### src/rtl/gfa_pkg.sv
package gfa_pkg;
  typedef enum logic {
    GFA_PRODUCT = 1'b0,
    GFA_SQMUL   = 1'b1
  } gfa_mode_e;
endpackage

### src/rtl/gfa_field_prep.sv
module gfa_field_prep #(
  parameter int M  = 8,
  parameter int MW = $clog2(M + 1)
) (
  input  logic [M-1:0]  poly_low,
  input  logic [MW-1:0] field_m,
  input  logic          sq_mode,
  output logic [M-1:0]  f_used,
  output logic [M-1:0]  g_used,
  output logic [M-1:0]  row_sel,
  output logic [M-1:0]  row_keep
);
  logic f_top;

  for (genvar i = 0; i < M; i++) begin : g_rows
    assign row_sel[i]  = (field_m == MW'(i + 1));
    assign row_keep[i] = (MW'(i) < field_m);
  end

  assign f_used = poly_low & row_keep;
  assign f_top  = |(row_sel & f_used);

  // coefficients of alpha^(m+1), live only in square mode
  assign g_used[0] = sq_mode & f_top & f_used[0];
  for (genvar i = 1; i < M; i++) begin : g_alpha
    assign g_used[i] = sq_mode & row_keep[i] & ((f_top & f_used[i]) ^ f_used[i-1]);
  end

  always_comb begin
    if (field_m >= MW'(2) && field_m <= MW'(M))
      assert_row_sel_onehot_R3: assert ($countones(row_sel) == 1)
        else $error("row select not one-hot");
    if (!sq_mode)
      assert_alpha_terms_off_R1: assert (g_used == '0)
        else $error("square coefficients active in product mode");
  end
endmodule

### src/rtl/gfa_cell.sv
module gfa_cell (
  input  logic q_i,
  input  logic q_im1,
  input  logic q_im2,
  input  logic car_a,
  input  logic car_b,
  input  logic f_i,
  input  logic g_i,
  input  logic b_j,
  input  logic p_in,
  input  logic sq_mode,
  input  logic keep,
  output logic q_o,
  output logic p_o
);
  logic shifted;

  assign shifted = sq_mode ? q_im2 : q_im1;
  assign q_o     = keep & ((car_a & f_i) ^ (car_b & g_i) ^ shifted);
  assign p_o     = p_in ^ (q_i & b_j);
endmodule

### src/rtl/gfa_column.sv
module gfa_column #(
  parameter int M = 8
) (
  input  logic [M-1:0] q_in,
  input  logic [M-1:0] p_in,
  input  logic         b_j,
  input  logic [M-1:0] f_used,
  input  logic [M-1:0] g_used,
  input  logic [M-1:0] row_sel,
  input  logic [M-1:0] row_keep,
  input  logic         sq_mode,
  output logic [M-1:0] q_out,
  output logic [M-1:0] p_out
);
  logic top_q, next_q, car_a, car_b;

  assign top_q  = |(row_sel & q_in);
  assign next_q = |(row_sel & {q_in[M-2:0], 1'b0});
  assign car_a  = sq_mode ? next_q : top_q;
  assign car_b  = top_q;

  for (genvar i = 0; i < M; i++) begin : g_cell
    logic qm1, qm2;
    if (i >= 1) begin : g_m1
      assign qm1 = q_in[i-1];
    end else begin : g_m1z
      assign qm1 = 1'b0;
    end
    if (i >= 2) begin : g_m2
      assign qm2 = q_in[i-2];
    end else begin : g_m2z
      assign qm2 = 1'b0;
    end
    gfa_cell u_cell (
      .q_i    (q_in[i]),
      .q_im1  (qm1),
      .q_im2  (qm2),
      .car_a  (car_a),
      .car_b  (car_b),
      .f_i    (f_used[i]),
      .g_i    (g_used[i]),
      .b_j    (b_j),
      .p_in   (p_in[i]),
      .sq_mode(sq_mode),
      .keep   (row_keep[i]),
      .q_o    (q_out[i]),
      .p_o    (p_out[i])
    );
  end

  always_comb begin
    assert_q_stays_in_field_R5: assert ((q_out & ~row_keep) == '0)
      else $error("running multiple escaped field rows");
    if (!b_j)
      assert_idle_column_R4: assert (p_out == p_in)
        else $error("column with zero B bit changed the sum");
  end
endmodule

### src/rtl/gf_dual_mult.sv
module gf_dual_mult #(
  parameter int M  = 8,
  parameter int MW = $clog2(M + 1)
) (
  input  logic [M-1:0]  op_a,
  input  logic [M-1:0]  op_b,
  input  logic [M-1:0]  poly_low,
  input  logic [MW-1:0] field_m,
  input  logic          sq_mode,
  output logic [M-1:0]  prod
);
  import gfa_pkg::*;

  gfa_mode_e   mode;
  logic [M-1:0] f_used, g_used, row_sel, row_keep;
  logic [M-1:0] a_m, b_m;
  logic [M-1:0] q_ch [M+1];
  logic [M-1:0] p_ch [M+1];

  assign mode = gfa_mode_e'(sq_mode);

  gfa_field_prep #(.M(M), .MW(MW)) u_prep (
    .poly_low(poly_low),
    .field_m (field_m),
    .sq_mode (mode == GFA_SQMUL),
    .f_used  (f_used),
    .g_used  (g_used),
    .row_sel (row_sel),
    .row_keep(row_keep)
  );

  assign a_m     = op_a & row_keep;
  assign b_m     = op_b & row_keep;
  assign q_ch[0] = a_m;
  assign p_ch[0] = '0;

  for (genvar j = 0; j < M; j++) begin : g_col
    gfa_column #(.M(M)) u_col (
      .q_in    (q_ch[j]),
      .p_in    (p_ch[j]),
      .b_j     (b_m[j]),
      .f_used  (f_used),
      .g_used  (g_used),
      .row_sel (row_sel),
      .row_keep(row_keep),
      .sq_mode (mode == GFA_SQMUL),
      .q_out   (q_ch[j+1]),
      .p_out   (p_ch[j+1])
    );
  end

  assign prod = p_ch[M] & row_keep;

  always_comb begin
    assert_upper_result_zero_R5: assert ((prod & ~row_keep) == '0)
      else $error("result bit above field degree");
    if (a_m == '0 || b_m == '0)
      assert_zero_operand_R6: assert (prod == '0)
        else $error("zero operand gave nonzero result");
    if (b_m == M'(1))
      assert_unit_operand_R6: assert (prod == a_m)
        else $error("unit B did not return A");
  end
endmodule

### config.mk
export PLATFORM = sky130hd
export DESIGN_NAME = gf_dual_mult
export DESIGN_NICKNAME = d
export VERILOG_FILES = /design/src/rtl/gfa_pkg.sv /design/src/rtl/gfa_field_prep.sv /design/src/rtl/gfa_cell.sv /design/src/rtl/gfa_column.sv /design/src/rtl/gf_dual_mult.sv
export SDC_FILE = /design/constraint.sdc
export NUM_CORES = 1
export LEC_CHECK = 0
export ABC_CLOCK_PERIOD_IN_PS = 15500
export CAP_MARGIN = 20
export CORE_MARGIN = 1
export CORE_UTILIZATION = 45
export DETAILED_ROUTE_END_ITERATION = 7
export PLACE_DENSITY = 0.72
export SLEW_MARGIN = 20
export SYNTH_ARGS = -nofsm -noshare
export SYNTH_HDL_FRONTEND = slang
export SYNTH_SLANG_ARGS = --single-unit
### constraint.sdc
create_clock -name vclk -period 15.5
set_input_delay 1.55 -clock vclk [all_inputs]
set_output_delay 1.55 -clock vclk [all_outputs]
set_load 0.01 [all_outputs]
==> metrics list <==
- Relative max-transition margin: 23.24%
- Final cycle utilization of the critical path: 97.67%
- Cell internal power was estimated by the tool at 0.0001940 W.
- Cell area power density: 61.06 nW/um^2
- Synth Instances: 1,084
- Yosys attributes the largest share of cell area to sky130_fd_sc_hd__xnor2_1, sky130_fd_sc_hd__nor2_1, sky130_fd_sc_hd__nand2_1, sky130_fd_sc_hd__nand3_1, sky130_fd_sc_hd__mux2i_1.
* RSZ-0062 raised after global routing: no
- Combinational family with the most area after synthesis: simple AND/OR/NAND/NOR gates
* Required time of the critical path: 13.95 ns
* GRT Resource Usage Total: 43.70%
* Proportion of synthesized chip area in sequential cells: 0%
- # placed instances: 1,312
- Simple-gate share of the synthesized area: a little over a third
- After synthesis, the mean cell area works out to just under 7 um^2.
- The die is 130.6 um tall.
* Vias in the first global route: 8,742
- Dividing the detail-routed wire length by the instance count gives around 28 um.
* Placed cell area: 8075 um^2
* Post-CTS Hold Buffers: 0
- Highest clock rate: 66.05 MHz
- Across the VDD grid, the largest voltage drop is 0.04592 mV.
- Wire length of the first global-routing pass: 54.86 mm
- Number of antenna diodes: 0
- Top-level I/O count: 37
- Final non-filler cell area: 8183 um^2
* Rows: between 40 and 50
- Filler cell count in the final layout: around 1,700
- RePlAce Congestion: roughly 1.1
- The first TritonRoute pass finished after 7 iterations.
- CP Max Fanout: 32
- Xor/xnor cell area share of the yosys netlist: 20.07%
- Of the post-synthesis cell area, the part taken by muxes is 4.962%.
* Hold Violations, Final: 0
* Sw frac: 61.17%
- Synthesis-to-layout area growth: 10.01%
- Fin crit period: 15.14 ns
- Remaining global-route overflow: 0
- Die span in x: 130.6 um
- Post-DRT Antenna Nets: 0
* Static Leakage: approximately 2.7 nW
- After synthesis the cells add up to 7438 um^2.
- The critical path crosses 38 cells after its start point.
* Compound-cell area share of the yosys netlist: between 30% and 40%
* Final setup violation count: 0
- CP max-delay cell: sky130_fd_sc_hd__o41ai_2
- The critical path in this run is classified as input port to primary output.
- In the finished layout, the clock tree contains a buffer count of 0.
- Sw Pwr: 0.0003056 W
- Number of violations of the max-capacitance limit: 0
* Area taken by flip-flops and latches: 0 um^2
- Summed over all layers, the routed wires come to 37.36 mm.
* Synthesized netlist net count: 1,113
* Net total in the final layout: 1,132
- For the worst setup path, the data arrival time is roughly 14 ns.
- Area share of the largest cell type after synthesis: 13.78%
- At the pin with the least slew margin, the transition time is 1.147 ns.
- Antenna violations before repair: 0
- Adder-cell share of the synthesized area: 0%
* Final setup TNS: 0 ns
* DRC violation count after routing: 0
* Combined buffer and inverter count along the critical path: 5
- Number of warnings issued by yosys: 0
* Largest net degree at the start of global routing: 37
* Sequential share of power: 0%
* Initial DRC count: 1,940
- Largest incremental delay on the critical path: 0.61 ns
- Clock network fraction of total power: 0%
- DP HPWL: around 28 mm
- Once layout is complete, the cells apart from fillers number 1,317.
- The tightest min-delay check is of the input port to primary output type.
- Initial core utilization: 46.49%
- Largest delay contributor family on the critical path: simple AND/OR/NAND/NOR gates
* Status: complete, no violations
- Core region area: 16,000 um^2
* Combinational cell fraction of total power: 100.0%
- Following the worst setup path forward leads to its endpoint at prod[7].
- CP Launch Type: input port
- Vias: 9,821
- During placement, the flow inserted port buffers numbering 37.
- The die covers 17,050 um^2.
- The design has 0 sequential cells.
- Worst setup startpoint: field_m[0]
- Biggest area consumer among synthesized cells: sky130_fd_sc_hd__xnor2_1
* Final max-slew violation count: 0
* Nature of the critical path endpoint: primary output
- Using the TritonRoute via totals, the vias-per-cell ratio works out to 7.457.
- In the final layout, the share of cells above drive strength 1 is between 10% and 20%.
- The number of different library cells used by synthesis comes to between 100 and 150.
==> final cells by class <==
type	count	area, um^2	share of cell area [%]
repair buffers	102	873.3	10.67
inverters	11	41.29	0.5046
multi-input cells	988	6998	85.52
well taps	216	270.3	3.303
==> worst min path at each step <==
stage | from | to | slack (ns) | cells after the start
after floorplan | op_b[7] | prod[7] | 3.24 | 2
after global placement | op_b[7] | prod[7] | 4.25 | 4
after detailed placement | op_b[7] | prod[7] | 4.25 | 4
after CTS | op_b[7] | prod[7] | 4.26 | 4
after global routing | op_b[7] | prod[7] | 4.31 | 4
final | op_b[7] | prod[7] | 4.25 | 4
==> metal layers <==
metal | vias up | global-route usage, % | routed length, um
met2 | 899 | 60.22 | 14080
met3 | 241 | 14.74 | 6159
met4 | 0 | 30.70 | 3427
met5 | - | 0 | 0
li1 | 4159 | - | -
met1 | 4522 | 56.51 | 13690
==> through the flow <==
step / power [W] / util, % / worst slack, ns / hold slack [ns]
global placement: 0.0004720 / 50.47 / 0.2860 / 4.250
CTS: 0.0004737 / 50.47 / 0.03438 / 4.255
global route: 0.0005204 / 51.14 / 0.01362 / 4.312
finish: 0.0004997 / 51.14 / 0.3607 / 4.250
detailed placement: 0.0004715 / 50.47 / 0.1351 / 4.253
floorplan: 0.0003295 / - / 3.671 / 3.239
==> tightest hold or removal path: stages <==
cell                              delay [ns]
sky130_fd_sc_hd__clkdlybuf4s50_1        0.50
sky130_fd_sc_hd__nand4b_1               0.13
sky130_fd_sc_hd__nand2_1                0.05
sky130_fd_sc_hd__clkdlybuf4s50_1        0.47
==> synth_stat cells (6+ instances only) <==
library cell	count
sky130_fd_sc_hd__nor4_1	22
sky130_fd_sc_hd__and3_1	19
sky130_fd_sc_hd__nand2b_1	7
sky130_fd_sc_hd__nor2_1	101
sky130_fd_sc_hd__nand3b_1	12
sky130_fd_sc_hd__o31ai_1	10
sky130_fd_sc_hd__a21oi_1	49
sky130_fd_sc_hd__o21ai_1	20
sky130_fd_sc_hd__a41oi_1	8
sky130_fd_sc_hd__clkbuf_1	37
sky130_fd_sc_hd__or3_1	14
sky130_fd_sc_hd__a31o_2	6
sky130_fd_sc_hd__o21ai_0	44
sky130_fd_sc_hd__buf_4	9
sky130_fd_sc_hd__nand4_1	18
sky130_fd_sc_hd__nand4b_1	9
sky130_fd_sc_hd__a21o_1	10
sky130_fd_sc_hd__nor2b_1	10
sky130_fd_sc_hd__xnor2_1	117
sky130_fd_sc_hd__buf_2	26
sky130_fd_sc_hd__o22ai_1	16
sky130_fd_sc_hd__nand3_1	65
sky130_fd_sc_hd__buf_6	9
sky130_fd_sc_hd__a311oi_1	15
sky130_fd_sc_hd__a31oi_1	26
sky130_fd_sc_hd__nand2_1	94
sky130_fd_sc_hd__o211ai_1	11
sky130_fd_sc_hd__xnor3_1	6
sky130_fd_sc_hd__mux2i_1	29
sky130_fd_sc_hd__o21a_1	11
sky130_fd_sc_hd__a211o_1	8
sky130_fd_sc_hd__xor2_1	27
sky130_fd_sc_hd__and2_1	14
sky130_fd_sc_hd__inv_1	9
sky130_fd_sc_hd__a211oi_1	15
sky130_fd_sc_hd__nor3_1	28
==> repair_timing <==
action | CTS | global route
setup buffers | 0 | 4
gates resized for setup | 0 | 10
setup endpoints to repair | 0 | 8
==> power groups by stage <==
stage / Sequential (W) / Clock, W / Combinational, W
2_1_floorplan: 0 / 0 / 0.000329
4_1_cts: 0 / 0 / 0.000474
5_1_grt: 0 / 0 / 0.000520
3_5_place_dp: 0 / 0 / 0.000471
3_3_place_gp: 0 / 0 / 0.000472
6_report: 0 / 0 / 0.000500
==> cells by family (layout without fill, tap and decap cells) <==
family	Yosys count	in the layout
simple gates	471	472
mux	36	36
xor+xnor	155	155
compound gates	325	325
buf+inv	97	113
==> cells in the final DEF (no fill, tap or decap), types with 7 or more instances in the layout <==
| cell type | instances |
|---|---|
| sky130_fd_sc_hd__a211o_1 | 8 |
| sky130_fd_sc_hd__a211oi_1 | 15 |
| sky130_fd_sc_hd__a21o_1 | 10 |
| sky130_fd_sc_hd__a21oi_1 | 49 |
| sky130_fd_sc_hd__a311oi_1 | 15 |
| sky130_fd_sc_hd__a31oi_1 | 26 |
| sky130_fd_sc_hd__a41oi_1 | 8 |
| sky130_fd_sc_hd__and2_1 | 14 |
| sky130_fd_sc_hd__and3_1 | 19 |
| sky130_fd_sc_hd__buf_4 | 64 |
| sky130_fd_sc_hd__clkdlybuf4s50_1 | 33 |
| sky130_fd_sc_hd__inv_1 | 9 |
| sky130_fd_sc_hd__mux2i_1 | 29 |
| sky130_fd_sc_hd__nand2_1 | 94 |
| sky130_fd_sc_hd__nand2b_1 | 7 |
| sky130_fd_sc_hd__nand3_1 | 64 |
| sky130_fd_sc_hd__nand3b_1 | 12 |
| sky130_fd_sc_hd__nand4_1 | 18 |
| sky130_fd_sc_hd__nand4b_1 | 9 |
| sky130_fd_sc_hd__nor2_1 | 100 |
| sky130_fd_sc_hd__nor2b_1 | 10 |
| sky130_fd_sc_hd__nor3_1 | 28 |
| sky130_fd_sc_hd__nor4_1 | 21 |
| sky130_fd_sc_hd__o211ai_1 | 11 |
| sky130_fd_sc_hd__o21a_1 | 11 |
| sky130_fd_sc_hd__o21ai_0 | 44 |
| sky130_fd_sc_hd__o21ai_1 | 20 |
| sky130_fd_sc_hd__o22ai_1 | 16 |
| sky130_fd_sc_hd__o31ai_1 | 10 |
| sky130_fd_sc_hd__or3_1 | 14 |
| sky130_fd_sc_hd__xnor2_1 | 117 |
| sky130_fd_sc_hd__xor2_1 | 27 |
(Power assumes the default switching activity.)
